<file path="src/rtl/pic_pkg.sv">
package pic_pkg;
  typedef enum logic [1:0] {ST_READY, ST_BASE, ST_CASC, ST_MODE} init_st_e;
  localparam logic [2:0] OP_NS_EOI  = 3'b001;
  localparam logic [2:0] OP_SP_EOI  = 3'b011;
  localparam logic [2:0] OP_ROT_NS  = 3'b101;
  localparam logic [2:0] OP_SET_LOW = 3'b110;
  localparam logic [2:0] OP_ROT_SP  = 3'b111;
endpackage

</file>
<file path="src/rtl/pic_req_latch.sv">
module pic_req_latch #(
  parameter int N = 8
) (
  input  logic         clk_i,
  input  logic         rst_ni,
  input  logic         level_i,
  input  logic [N-1:0] req_i,
  input  logic [N-1:0] clr_i,
  output logic [N-1:0] irr_o
);
  logic [N-1:0] req_q;
  always_ff @(posedge clk_i or negedge rst_ni) begin
    if (!rst_ni) begin
      req_q <= '0;
      irr_o <= '0;
    end else begin
      req_q <= req_i;
      if (level_i) irr_o <= req_i;
      else         irr_o <= (irr_o | (req_i & ~req_q)) & req_i & ~clr_i;
    end
  end
endmodule

</file>
<file path="src/rtl/pic_prio_resolve.sv">
module pic_prio_resolve #(
  parameter int N  = 8,
  parameter int LW = $clog2(N)
) (
  input  logic [N-1:0]  pend_i,
  input  logic [N-1:0]  isr_i,
  input  logic [LW-1:0] low_i,
  output logic          irq_o,
  output logic [LW-1:0] win_o,
  output logic          top_vld_o,
  output logic [LW-1:0] top_o
);
  logic          p_fnd, i_fnd;
  logic [LW-1:0] p_rank, i_rank;
  logic [LW-1:0] line;

  // rank 0 is the line just above the lowest-priority one
  always_comb begin
    p_fnd = 1'b0; i_fnd = 1'b0;
    p_rank = '0;  i_rank = '0;
    win_o = '0;   top_o = '0;
    for (int k = N - 1; k >= 0; k--) begin
      line = LW'(int'(low_i) + 1 + k);
      if (pend_i[line]) begin p_fnd = 1'b1; p_rank = LW'(k); win_o = line; end
      if (isr_i[line])  begin i_fnd = 1'b1; i_rank = LW'(k); top_o = line; end
    end
    top_vld_o = i_fnd;
    irq_o = p_fnd && (!i_fnd || p_rank < i_rank);
  end
endmodule

</file>
<file path="src/rtl/pic_regs.sv">
module pic_regs
  import pic_pkg::*;
#(
  parameter int N  = 8,
  parameter int DW = 8,
  parameter int LW = $clog2(N)
) (
  input  logic          clk_i,
  input  logic          rst_ni,
  input  logic          cmd_we_i,
  input  logic          dat_we_i,
  input  logic [DW-1:0] data_i,
  input  logic          ack_i,
  input  logic          irq_v_i,
  input  logic [LW-1:0] win_i,
  input  logic          top_vld_i,
  input  logic [LW-1:0] top_i,
  output logic          ready_o,
  output logic          level_o,
  output logic          aeoi_o,
  output logic          rsel_o,
  output logic [LW-1:0] low_o,
  output logic [N-1:0]  imr_o,
  output logic [N-1:0]  isr_o,
  output logic [DW-1:0] base_o,
  output logic [DW-1:0] casc_o,
  output logic [DW-1:0] vec_o
);
  init_st_e      st_q;
  logic          need4_q;
  logic [LW-1:0] line;
  assign line    = data_i[LW-1:0];
  assign ready_o = (st_q == ST_READY);

  always_ff @(posedge clk_i or negedge rst_ni) begin
    if (!rst_ni) begin
      st_q <= ST_READY; need4_q <= 1'b0; level_o <= 1'b0; aeoi_o <= 1'b0;
      rsel_o <= 1'b0; low_o <= LW'(N - 1); imr_o <= '1; isr_o <= '0;
      base_o <= '0; casc_o <= '0; vec_o <= '0;
    end else begin
      if (ack_i) begin
        if (irq_v_i) begin
          vec_o <= base_o + DW'(win_i);
          if (!aeoi_o) isr_o[win_i] <= 1'b1;
        end else begin
          vec_o <= base_o + DW'(N - 1);
        end
      end
      if (cmd_we_i) begin
        if (data_i[4]) begin
          st_q <= ST_BASE; need4_q <= data_i[0]; level_o <= data_i[3];
          aeoi_o <= 1'b0; rsel_o <= 1'b0; low_o <= LW'(N - 1); isr_o <= '0;
        end else if (data_i[3]) begin
          if (data_i[1]) rsel_o <= data_i[0];
        end else begin
          case (data_i[7:5])
            OP_NS_EOI:  if (top_vld_i) isr_o[top_i] <= 1'b0;
            OP_SP_EOI:  isr_o[line] <= 1'b0;
            OP_ROT_NS:  if (top_vld_i) begin isr_o[top_i] <= 1'b0; low_o <= top_i; end
            OP_SET_LOW: low_o <= line;
            OP_ROT_SP:  begin isr_o[line] <= 1'b0; low_o <= line; end
            default: ;
          endcase
        end
      end else if (dat_we_i) begin
        case (st_q)
          ST_BASE:  begin base_o <= data_i; st_q <= ST_CASC; end
          ST_CASC:  begin casc_o <= data_i; st_q <= need4_q ? ST_MODE : ST_READY; end
          ST_MODE:  begin aeoi_o <= data_i[1]; st_q <= ST_READY; end
          default:  imr_o <= data_i[N-1:0];
        endcase
      end
    end
  end
endmodule

</file>
<file path="src/rtl/prio_irq_ctrl.sv">
module prio_irq_ctrl #(
  parameter int N  = 8,
  parameter int DW = 8
) (
  input  logic          clk_i,
  input  logic          rst_ni,
  input  logic          cs_i,
  input  logic          addr_i,
  input  logic          rd_i,
  input  logic          wr_i,
  input  logic [DW-1:0] data_i,
  output logic [DW-1:0] data_o,
  input  logic [N-1:0]  req_i,
  input  logic          ack_i,
  output logic          irq_o,
  output logic [DW-1:0] vec_o,
  output logic [DW-1:0] casc_o
);
  localparam int LW = $clog2(N);

  logic [N-1:0]  irr_w, isr_w, imr_w, clr_w;
  logic [LW-1:0] low_w, win_w, top_w;
  logic [DW-1:0] base_w;
  logic          level_w, aeoi_w, rsel_w, ready_w, arb_irq_w, top_vld_w, cmd_we_w;

  assign cmd_we_w = cs_i & wr_i & ~addr_i;
  assign irq_o    = arb_irq_w & ready_w;
  assign clr_w    = (ack_i && irq_o) ? (N'(1) << win_w) : '0;

  pic_req_latch #(.N(N)) u_req (
    .clk_i, .rst_ni, .level_i(level_w), .req_i, .clr_i(clr_w), .irr_o(irr_w)
  );

  pic_prio_resolve #(.N(N), .LW(LW)) u_prio (
    .pend_i(irr_w & ~imr_w), .isr_i(isr_w), .low_i(low_w),
    .irq_o(arb_irq_w), .win_o(win_w), .top_vld_o(top_vld_w), .top_o(top_w)
  );

  pic_regs #(.N(N), .DW(DW), .LW(LW)) u_regs (
    .clk_i, .rst_ni, .cmd_we_i(cmd_we_w), .dat_we_i(cs_i & wr_i & addr_i),
    .data_i, .ack_i, .irq_v_i(irq_o), .win_i(win_w), .top_vld_i(top_vld_w),
    .top_i(top_w), .ready_o(ready_w), .level_o(level_w), .aeoi_o(aeoi_w),
    .rsel_o(rsel_w), .low_o(low_w), .imr_o(imr_w), .isr_o(isr_w),
    .base_o(base_w), .casc_o, .vec_o
  );

  always_comb begin
    data_o = '0;
    if (cs_i && rd_i) begin
      if (addr_i)      data_o = DW'(imr_w);
      else if (rsel_w) data_o = DW'(isr_w);
      else             data_o = DW'(irr_w);
    end
  end
endmodule

</file>
<file path="config.mk">
export PLATFORM = sky130hd
export DESIGN_NAME = prio_irq_ctrl
export DESIGN_NICKNAME = d
export VERILOG_FILES = /design/src/rtl/pic_pkg.sv /design/src/rtl/pic_req_latch.sv /design/src/rtl/pic_prio_resolve.sv /design/src/rtl/pic_regs.sv /design/src/rtl/prio_irq_ctrl.sv
export SDC_FILE = /design/constraint.sdc
export NUM_CORES = 1
export LEC_CHECK = 0
export BUFFER_PORTS_ARGS = -buffer_cell sky130_fd_sc_hd__buf_2
export CAP_MARGIN = 20
export CORE_AREA = 8 8 103 105
export DETAILED_ROUTE_END_ITERATION = 16
export DIE_AREA = 0 0 111 113
export GPL_ROUTABILITY_DRIVEN = 0
export PLACE_DENSITY = 0.8
export SKIP_CTS_REPAIR_TIMING = 1
export SYNTH_ARGS = -nofsm -noshare
export SYNTH_HDL_FRONTEND = slang
export SYNTH_SLANG_ARGS = --single-unit
</file>
<file path="constraint.sdc">
create_clock -name clk_i -period 5.55 [get_ports clk_i]
set_clock_uncertainty 0.15 [all_clocks]
set_input_delay 0 -clock clk_i [delete_from_list [all_inputs] [get_ports clk_i]]
set_output_delay 0 -clock clk_i [all_outputs]
set_load 0.01 [all_outputs]
</file>
Yosys cells after proc, flatten, opt, wreduce, memory -nomap -nowiden:

Index checks and enable logic that the tools add are counted.
Widths: inputs -> output; s select.

* memories kept: 0
* flip-flop bits (word level): 65
* output and inout port bits: 25
* bits in read-only memories: 0
* latch bits: 0
* memory bits (writable): 0

* divide/modulo/power cells: 0
* bitwise operators: 20
* $add $sub $neg: 10
* mux-type cells: 116
* reductions and logical operators: 27
* multipliers: 0
* equal/unequal tests: 11
* magnitude comparators: 15
* shifts and indexed selects: 1

Operator list (number)
* $mux 3: 35
* $mux 8: 13
* $and 8x8->8: 6
* $bmux 1 s3: 16
* $lt 3x4->1 const B: 11
* $mux 1: 42
* $not 8->8: 5
* $reduce_and 3->1: 6
* $or 8x8->8: 2
* $pmux 8 s2: 1
* $add 3x3->3 const B: 5
* $demux 1 s3: 3
* $eq 3x3->1 const B: 3
* $ge 3x1->1 const B: 3
* $add 8x3->8: 1
* $add 8x3->8 const B: 1
* $mux 2: 4
* $reduce_bool 2->1: 4
* $shl 1x3->8 const A: 1
* $add 3x2->3 const B: 2
* $logic_and 1x1->1: 6
* $pmux 2 s3: 1
* $pmux 3 s2: 1
* $reduce_or 2->1: 3
* 19 further kinds: 25

Longest topological paths before layout:

Gate-level depths: netlist of run 1.

* depth after elaboration: 26
* mapped depth: 24
* mapped depth without buffers: 22

By module:

A second synthesis of run 1 with hierarchy kept.

* cell total of the unflattened synthesis: 511
* area, all modules: 5182.5 um^2

Modules (own cells, without submodules)
* pic_regs: area an instance 2666.3 um^2, sequential area each 1239.9 um^2, times used 1, cells an instance 235
* pic_prio_resolve: area an instance 1590.3 um^2, sequential area each 0.0 um^2, times used 1, cells an instance 183
* pic_req_latch: area an instance 579.3 um^2, sequential area each 400.4 um^2, times used 1, cells an instance 41
* prio_irq_ctrl: area an instance 346.6 um^2, sequential area each 0.0 um^2, times used 1, cells an instance 52

Least setup slack after synthesis of run 1:

Ideal clock, no wire load.

* path kind: flip-flop to flip-flop
* start point: reg u_regs.low_o[0]
* end point: reg u_regs.vec_o[7]
* buffers on the path: 3
* slack: 0.709 ns
* arrival time: 4.552 ns
* cell stages (with the launch flop): 23
* library setup time: 0.138 ns
* path through: dfstp_2 -> inv_2 -> buf_6 -> ha_1 -> buf_2 -> inv_1 -> clkbuf_1 -> mux4_2 -> a21o_1 -> a211oi_1 -> ha_1 -> a21oi_1 -> o21ai_0 -> o311a_4 -> nor2_4 -> nand2_1 -> ha_1 -> a21o_1 -> a21oi_1 -> nor2_1 -> nand3_1 -> xor2_1 -> a21oi_1

* cells in the longest elaborated chain, start to end: 17
* elaborated cells on any way between the ends: 87
* classes of those cells: add/sub (9); order compare (1); mux (73); bitwise (1); reduce/logical (3)

RTL lines
* start: declaration: line pic_regs.sv:22 `output logic [LW-1:0] low_o,`
* start signal: assignment: line pic_regs.sv:60 `OP_SET_LOW: low_o <= line;`
* $add 3x1->3 (*): line pic_prio_resolve.sv:23 `line = LW'(int'(low_i) + 1 + k);`
* $add 3x3->3: line pic_prio_resolve.sv:23
* $bmux 1 s3 (on tied branches): line pic_prio_resolve.sv:24, pic_prio_resolve.sv:25
* $mux 1 (on tied branches): line pic_prio_resolve.sv:24, pic_prio_resolve.sv:25
* $mux 3 (tied with other cells) (8 in a row): line pic_prio_resolve.sv:24 `if (pend_i[line]) begin p_fnd = 1'b1; p_rank = LW'(k); win_o = line; end`
* $lt 3x3->1 / $logic_not 1->1 (equally long branches): line pic_prio_resolve.sv:28 `irq_o = p_fnd && (!i_fnd || p_rank < i_rank);`
* $logic_or 1x1->1: line pic_prio_resolve.sv:28
* $logic_and 1x1->1 (*): line pic_prio_resolve.sv:28
* $and 1x1->1 (*): line prio_irq_ctrl.sv:27 `assign irq_o = arb_irq_w & ready_w;`
* net irq_o: line prio_irq_ctrl.sv:15 `output logic irq_o,`
* $mux 8 (*): line pic_regs.sv:42 `if (irq_v_i) begin`
* end signal: assignment: line pic_regs.sv:43 `vec_o <= base_o + DW'(win_i);`
* end signal: assignment: line pic_regs.sv:46 `vec_o <= base_o + DW'(N - 1);`
* end: declaration: line pic_regs.sv:27 `output logic [DW-1:0] vec_o`

Mark *: on every way through the listed nets, which the timed path passes. The rest lies on a longest branch. The select of a mux whose other input is x is not followed.
A chain may end at the register's enable or synchronous reset.

Final worst setup path of run 1:

* start point: reg u_regs.low_o[0]
* end point: reg u_regs.vec_o[7]

* cells in the longest elaborated chain, start to end: 17
* elaborated cells on any way between the ends: 87
* classes of those cells: add/sub (9); order compare (1); mux (73); bitwise (1); reduce/logical (3)

RTL lines (line)
* $add 3x1->3 (*): pic_prio_resolve.sv:23
* parallel branches: the longest is 15 deep, another holds $add 8x3->8
* $mux 8 (*): pic_regs.sv:42

Mark *: on every way between the ends. The select of a mux whose other input is x is not followed.

==> results of run 1 <==
-- layout make-up --
class,instances,share of cell area (%)
clock buffer,9,2.06
clock inverter,7,1.69
inverter,13,0.812
multi-input combinational,458,57.2
sequential,65,27.3
tap,111,2.31
timing repair buffer,78,8.58
-- cell families after synthesis --
| kind of cell | Yosys count | synth area share, % |
|---|---|---|
| flip-flops | 65 | 31.1 |
| adder cells (fa/ha/maj) | 8 | 2.04 |
| buffers and inverters | 45 | 3.89 |
| AO/OA/AOI/OAI | 156 | 21.2 |
| XOR/XNOR | 13 | 3.09 |
| AND/OR/NAND/NOR | 205 | 19.7 |
| multiplexers | 76 | 19.0 |
-- stage by stage --
| step | setup slack (ns) | hold slack [ns] |
|---|---|---|
| 6_report | 0.187 | -0.0290 |
| 3_5_place_dp | 0.255 | -0.0231 |
| 3_3_place_gp | 0.423 | -0.0272 |
| 4_1_cts | 0.189 | -0.389 |
| 5_1_grt | 0.00548 | 0.00901 |
| 2_1_floorplan | 0.709 | -0.446 |
-- cells in the mapped netlist, types with 3 or more instances --
| cell | instances |
|---|---|
| nand2_1 | 59 |
| nor3_1 | 9 |
| nand3_1 | 17 |
| o211a_1 | 8 |
| nand2b_1 | 17 |
| mux2_2 | 34 |
| nor2b_1 | 10 |
| xor2_1 | 6 |
| o21ai_0 | 28 |
| dfstp_2 | 11 |
| dfrtp_1 | 54 |
| mux4_1 | 3 |
| mux2i_1 | 27 |
| buf_6 | 3 |
| o221ai_1 | 3 |
| clkbuf_1 | 19 |
| a211oi_1 | 9 |
| xnor2_1 | 4 |
| nand4b_1 | 4 |
| nor2_1 | 57 |
| ha_1 | 7 |
| a21o_1 | 6 |
| nor3b_1 | 5 |
| and2_1 | 3 |
| a22oi_1 | 6 |
| nor2_2 | 3 |
| a21oi_1 | 36 |
| buf_2 | 8 |
| o31ai_1 | 5 |
| mux4_2 | 12 |
| a221oi_1 | 9 |
| inv_1 | 10 |
| a31oi_1 | 13 |
-- placed cells by master (no fill, tap or decap), types with 13 or more instances in the layout --
cell           Yosys  routed
buf_2              8      47
a31oi_1           13      13
mux4_2            12      13
nand2_1           59      59
nor2_1            57      57
nand3_1           17      17
dfrtp_1           54      54
a21oi_1           36      36
nand2b_1          17      17
mux2i_1           27      27
mux2_2            34      34
dlygate4sd3_1      0      19
o21ai_0           28      28
-- how the worst min path moves through the flow --
stage	cells past startpoint	from	slack, ns	to
6_report	4	cs_i	-0.03	u_regs.rsel_o$_DFFE_PN0P_
5_1_grt	4	cs_i	0.009	u_regs.rsel_o$_DFFE_PN0P_
4_1_cts	1	req_i[0]	-0.39	u_req.req_q[0]$_DFF_PN0_
3_5_place_dp	1	req_i[6]	-0.02	u_req.req_q[6]$_DFF_PN0_
3_3_place_gp	1	req_i[4]	-0.03	u_req.req_q[4]$_DFF_PN0_
2_1_floorplan	0	rst_ni	-0.45	u_regs.aeoi_o$_DFFE_PN0P_
-- layer usage --
layer	vias to the layer above	track usage (%)
met2	279	40.8
li1	2246	-
met5	-	0
met4	0	9.64
met3	60	3.81
met1	2445	29.7
-- state kept, by name, indices dropped and copies added (netlist names), 2 cells and up --
register       flops
u_req.req_q        8
u_req.irr_o        8
u_regs.base_o      8
u_regs.st_q        2
u_regs.imr_o       8
u_regs.low_o       3
u_regs.isr_o       8
u_regs.casc_o      8
u_regs.vec_o       8
-- critical path, cell delays in order, from the launching register on --
cell	delay (ns)
dfstp_2	0.56
inv_2	0.04
ha_1	0.37
buf_4	0.26
and2_1	0.22
a22oi_1	0.49
nand3_1	0.27
a21o_1	0.26
a211oi_1	0.26
ha_1	0.28
a21oi_1	0.16
o21ai_0	0.15
o311a_4	0.37
nor2_4	0.15
nand2_1	0.10
ha_1	0.29
a21o_1	0.15
a21oi_1	0.26
nor2_1	0.12
nand3_1	0.11
xor2_1	0.15
a21oi_1	0.08
==> impl_metrics.ini, run 1 <==
[timing]
tightest_slew_ns = 1.06
finalSetupViolations = 0
timing.final.max_slew_violations = 0
rsz0062_at_grt = no
finalSetupTns_ns = 0
fmax_mhz = 186
hold_violations = 3
period_share_pct = 96.6
holdWs_ns = -0.0290
fin_crit_ns = 5.36
slew_headroom_pct = 28.5

[yosys]
netlist.area_leader.share_pct = 25.6
synth_fp_nets = 599
synthFlopType = dfrtp_1
syn_avg_cell_area_um2 = 9.28
yosysTopAreaCell = dfrtp_1
yosysWarnings = 0
synth.distinct_cells = 81
synth_edf_count = 0
synth-async-reset-ratio_pct = 100
synth.area.top_cells = dfrtp_1 26%, mux2_2 7.3%, dfstp_2 5.5%
syn_area_um2 = 5270
syn_inst = 568
seq_area_frac_synth_pct = 31.1
ys_ff_latch = 65

[clock_tree]
cts-buffers-inserted = 9
cts_buffer_depth = 2
clk_latency_ns = 0.36
root_buffer = clkbuf_8
htreeDepth = 3
cts_tree = built
cts.clk_slew.worst_paths_ns = 0.08
clock_sinks = 65

[drt]
num_vias = 5030
drt_iter0_markers = 393
wl_met1_um = 6300
wl_um = 15900
top_layer = met4
wl_met3_um = 1280
met2_length_um = 7760
viasPerCell = 6.79
drc_errors = 0
post_drt_wl_per_cell_um = 21.5
drtPass1Iterations = 7
drtAntennaViolNets = 0

[global_route]
grt_overflow = 0
grt_pass1_wl_um = 24800
grt_pass1_vias = 4815
antenna_found_initial = 0
grt_max_degree = 66
track_usage_pct = 24.0

[floorplan]
initial_utilization_pct = 58.7
dieArea_um2 = 12500
die_w_um = 111
fp-row-count = 35
die-height_um = 113
coreArea_um2 = 8980
pin_count = 48

[run_status]
violations = hold timing
status = finished, violations left

[place]
dp.cells = 706
dp_hpwl_um = 11300
dpl_cell_area_um2 = 5580
port_buffers = 47

[final_layout]
syn2layout_area_growth_pct = 13.9
final_nets = 656
drive_gt1_share_pct = 25.1
finalInstanceArea_um2 = 6010
fill_cells = 670
multi_input_area_um2 = 3440
register_area_um2 = 1640
utilization_pct = 66.9
stdcell_count = 741
n_antenna_cell = 0

[worst_setup_path]
crit_start = u_regs.low_o[0]$_DFFE_PN1P_
arrival_ns = 5.45
cp-end-kind = flop
critPathKind = flop to flop
worstReg2RegStart = u_regs.low_o[0]$_DFFE_PN1P_
reg2reg_depth = 21
reg2reg_slack_ns = 0.19
critPathMaxFanout = 20
crit_path_start_kind = flop
rr_endpoint = u_regs.vec_o[7]$_DFFE_PN0P_
crit_required_ns = 5.64
cp-endpoint = u_regs.vec_o[7]$_DFFE_PN0P_

[job]
drv_cap = 0

[min_path]
hp-class = input pin to flop
Power of run 1 is not shown: default switching activity piles up to over one toggle a cycle in this logic, so the estimate is an artifact.
==> run 2: changes to the inputs <==
--- a/config.mk
+++ b/config.mk
@@ -7,11 +7,14 @@
 export LEC_CHECK = 0
 export BUFFER_PORTS_ARGS = -buffer_cell sky130_fd_sc_hd__buf_2
 export CAP_MARGIN = 20
-export CORE_AREA = 8 8 103 105
+export CELL_PAD_IN_SITES_DETAIL_PLACEMENT = 0
+export CELL_PAD_IN_SITES_GLOBAL_PLACEMENT = 2
+export CORE_AREA = 8 8 126 128
+export CTS_BUF_LIST = sky130_fd_sc_hd__clkbuf_2
 export DETAILED_ROUTE_END_ITERATION = 16
-export DIE_AREA = 0 0 111 113
+export DIE_AREA = 0 0 134 136
 export GPL_ROUTABILITY_DRIVEN = 0
-export PLACE_DENSITY = 0.8
+export PLACE_DENSITY = 0.82
 export SKIP_CTS_REPAIR_TIMING = 1
 export SYNTH_ARGS = -nofsm -noshare
 export SYNTH_HDL_FRONTEND = slang
==> impl_metrics.ini, run 2 (synthesized netlist as in run 1, its figures left out) <==
[min_path]
hp-class = input pin to async pin

[timing]
finalSetupViolations = 0
rsz0062_at_grt = no
fmax_mhz = 193
timing.final.max_slew_violations = 0
tightest_slew_ns = 1.01
hold_violations = 0
fin_crit_ns = 5.18
holdWs_ns = 0.0233
slew_headroom_pct = 33.0
finalSetupTns_ns = 0
period_share_pct = 93.4

[final_layout]
syn2layout_area_growth_pct = 17.2
stdcell_count = 832
drive_gt1_share_pct = 24.9
utilization_pct = 44.0
final_nets = 673
mostFrequentLayoutCells = 59 x nand2_1, 57 x nor2_1, 54 x dfrtp_1
final_common_cell = nand2_1

[drt]
drtPass1Iterations = 4
wl_um = 16600
num_vias = 4906
post_drt_wl_per_cell_um = 20.0
wl_met1_um = 7160
drc_errors = 0
drtAntennaViolNets = 0
met2_length_um = 8110
top_layer = met4
viasPerCell = 5.90
drt_iter0_markers = 386
wl_met3_um = 820

[global_route]
grt_pass1_wl_um = 26400
grt_max_degree = 66
grt_overflow = 0
track_usage_pct = 18.3
grt_pass1_vias = 4813
antenna_found_initial = 1

[worst_setup_path]
critPathKind = flop to flop
cp-end-kind = flop
reg2reg_slack_ns = 0.37
crit_required_ns = 5.80
critPathMaxFanout = 38
crit_path_start_kind = flop
reg2reg_depth = 21
arrival_ns = 5.43

[floorplan]
pin_count = 48
die-height_um = 136
coreArea_um2 = 14000
die_w_um = 134
dieArea_um2 = 18200
fp-row-count = 44
initial_utilization_pct = 37.6

[clock_tree]
cts_tree = built
cts.clk_slew.worst_paths_ns = 0.20
htreeDepth = 3
cts_buffer_depth = 2
clock_sinks = 65
root_buffer = clkbuf_2
cts-buffers-inserted = 9
clk_latency_ns = 0.52

[place]
dp.cells = 783
dp_hpwl_um = 12300
port_buffers = 47

[run_status]
status = complete, no violations

[job]
drv_cap = 0
run 2: cell count changes in the layout (fill, tap and decap cells not counted), moves of 2 or more:
cell	before	now
inv_6	2	0
clkbuf_8	9	0
dlygate4sd3_1	19	31
buf_4	12	14
clkbuf_2	0	11
run 2: area by class of cell:
cell class | count | area, µm²
fill | 1387 | 7860
multi-input combinational | 458 | 3440
sequential | 65 | 1640
timing repair buffer | 95 | 683
tap | 184 | 230
clock inverter | 5 | 80.1
clock buffer | 11 | 55.1
inverter | 13 | 48.8
antenna | 1 | 2.50
run 2: stage by stage:
step | setup WS [ns] | cell area [µm²]
after floorplan | 0.709 | 5270
after global routing | 0.0350 | 6180
after global placement | 0.500 | 5710
final | 0.366 | 6180
after CTS | 0.315 | 5850
after detailed placement | 0.340 | 5710
run 2: worst max-delay path, stage by stage (launching register included):
cell,delay [ns]
dfstp_2,0.60
inv_2,0.04
ha_1,0.37
buf_12,0.24
and2b_1,0.26
a22oi_1,0.40
nand3_1,0.30
a21o_1,0.27
a211oi_1,0.21
ha_1,0.28
a21oi_1,0.11
o21ai_0,0.10
o311a_4,0.35
nor2_4,0.14
nand2_1,0.09
ha_1,0.29
a21o_1,0.16
a21oi_1,0.23
nor2_1,0.11
nand3_1,0.11
xor2_1,0.16
a21oi_1,0.09
run 2: final timing paths:
kind	end	startpoint
worst max-delay path	u_regs.vec_o[7]$_DFFE_PN0P_	u_regs.low_o[0]$_DFFE_PN1P_
worst min register to register	u_regs.vec_o[1]$_DFFE_PN0P_	u_regs.vec_o[1]$_DFFE_PN0P_
worst max register to register	u_regs.vec_o[7]$_DFFE_PN0P_	u_regs.low_o[0]$_DFFE_PN1P_
min in group clk_i	u_regs.aeoi_o$_DFFE_PN0P_	addr_i
max in group asynchronous	u_regs.level_o$_DFFE_PN0P_	rst_ni
worst min-delay path	u_req.req_q[1]$_DFF_PN0_	rst_ni
run 2: metal layers:
metal	GRT usage (%)	up-vias
met1	22.6	2422
met2	30.9	162
li1	-	2284
met4	7.67	0
met5	0	-
met3	3.25	38
Power of run 2 is left out for the same reason.
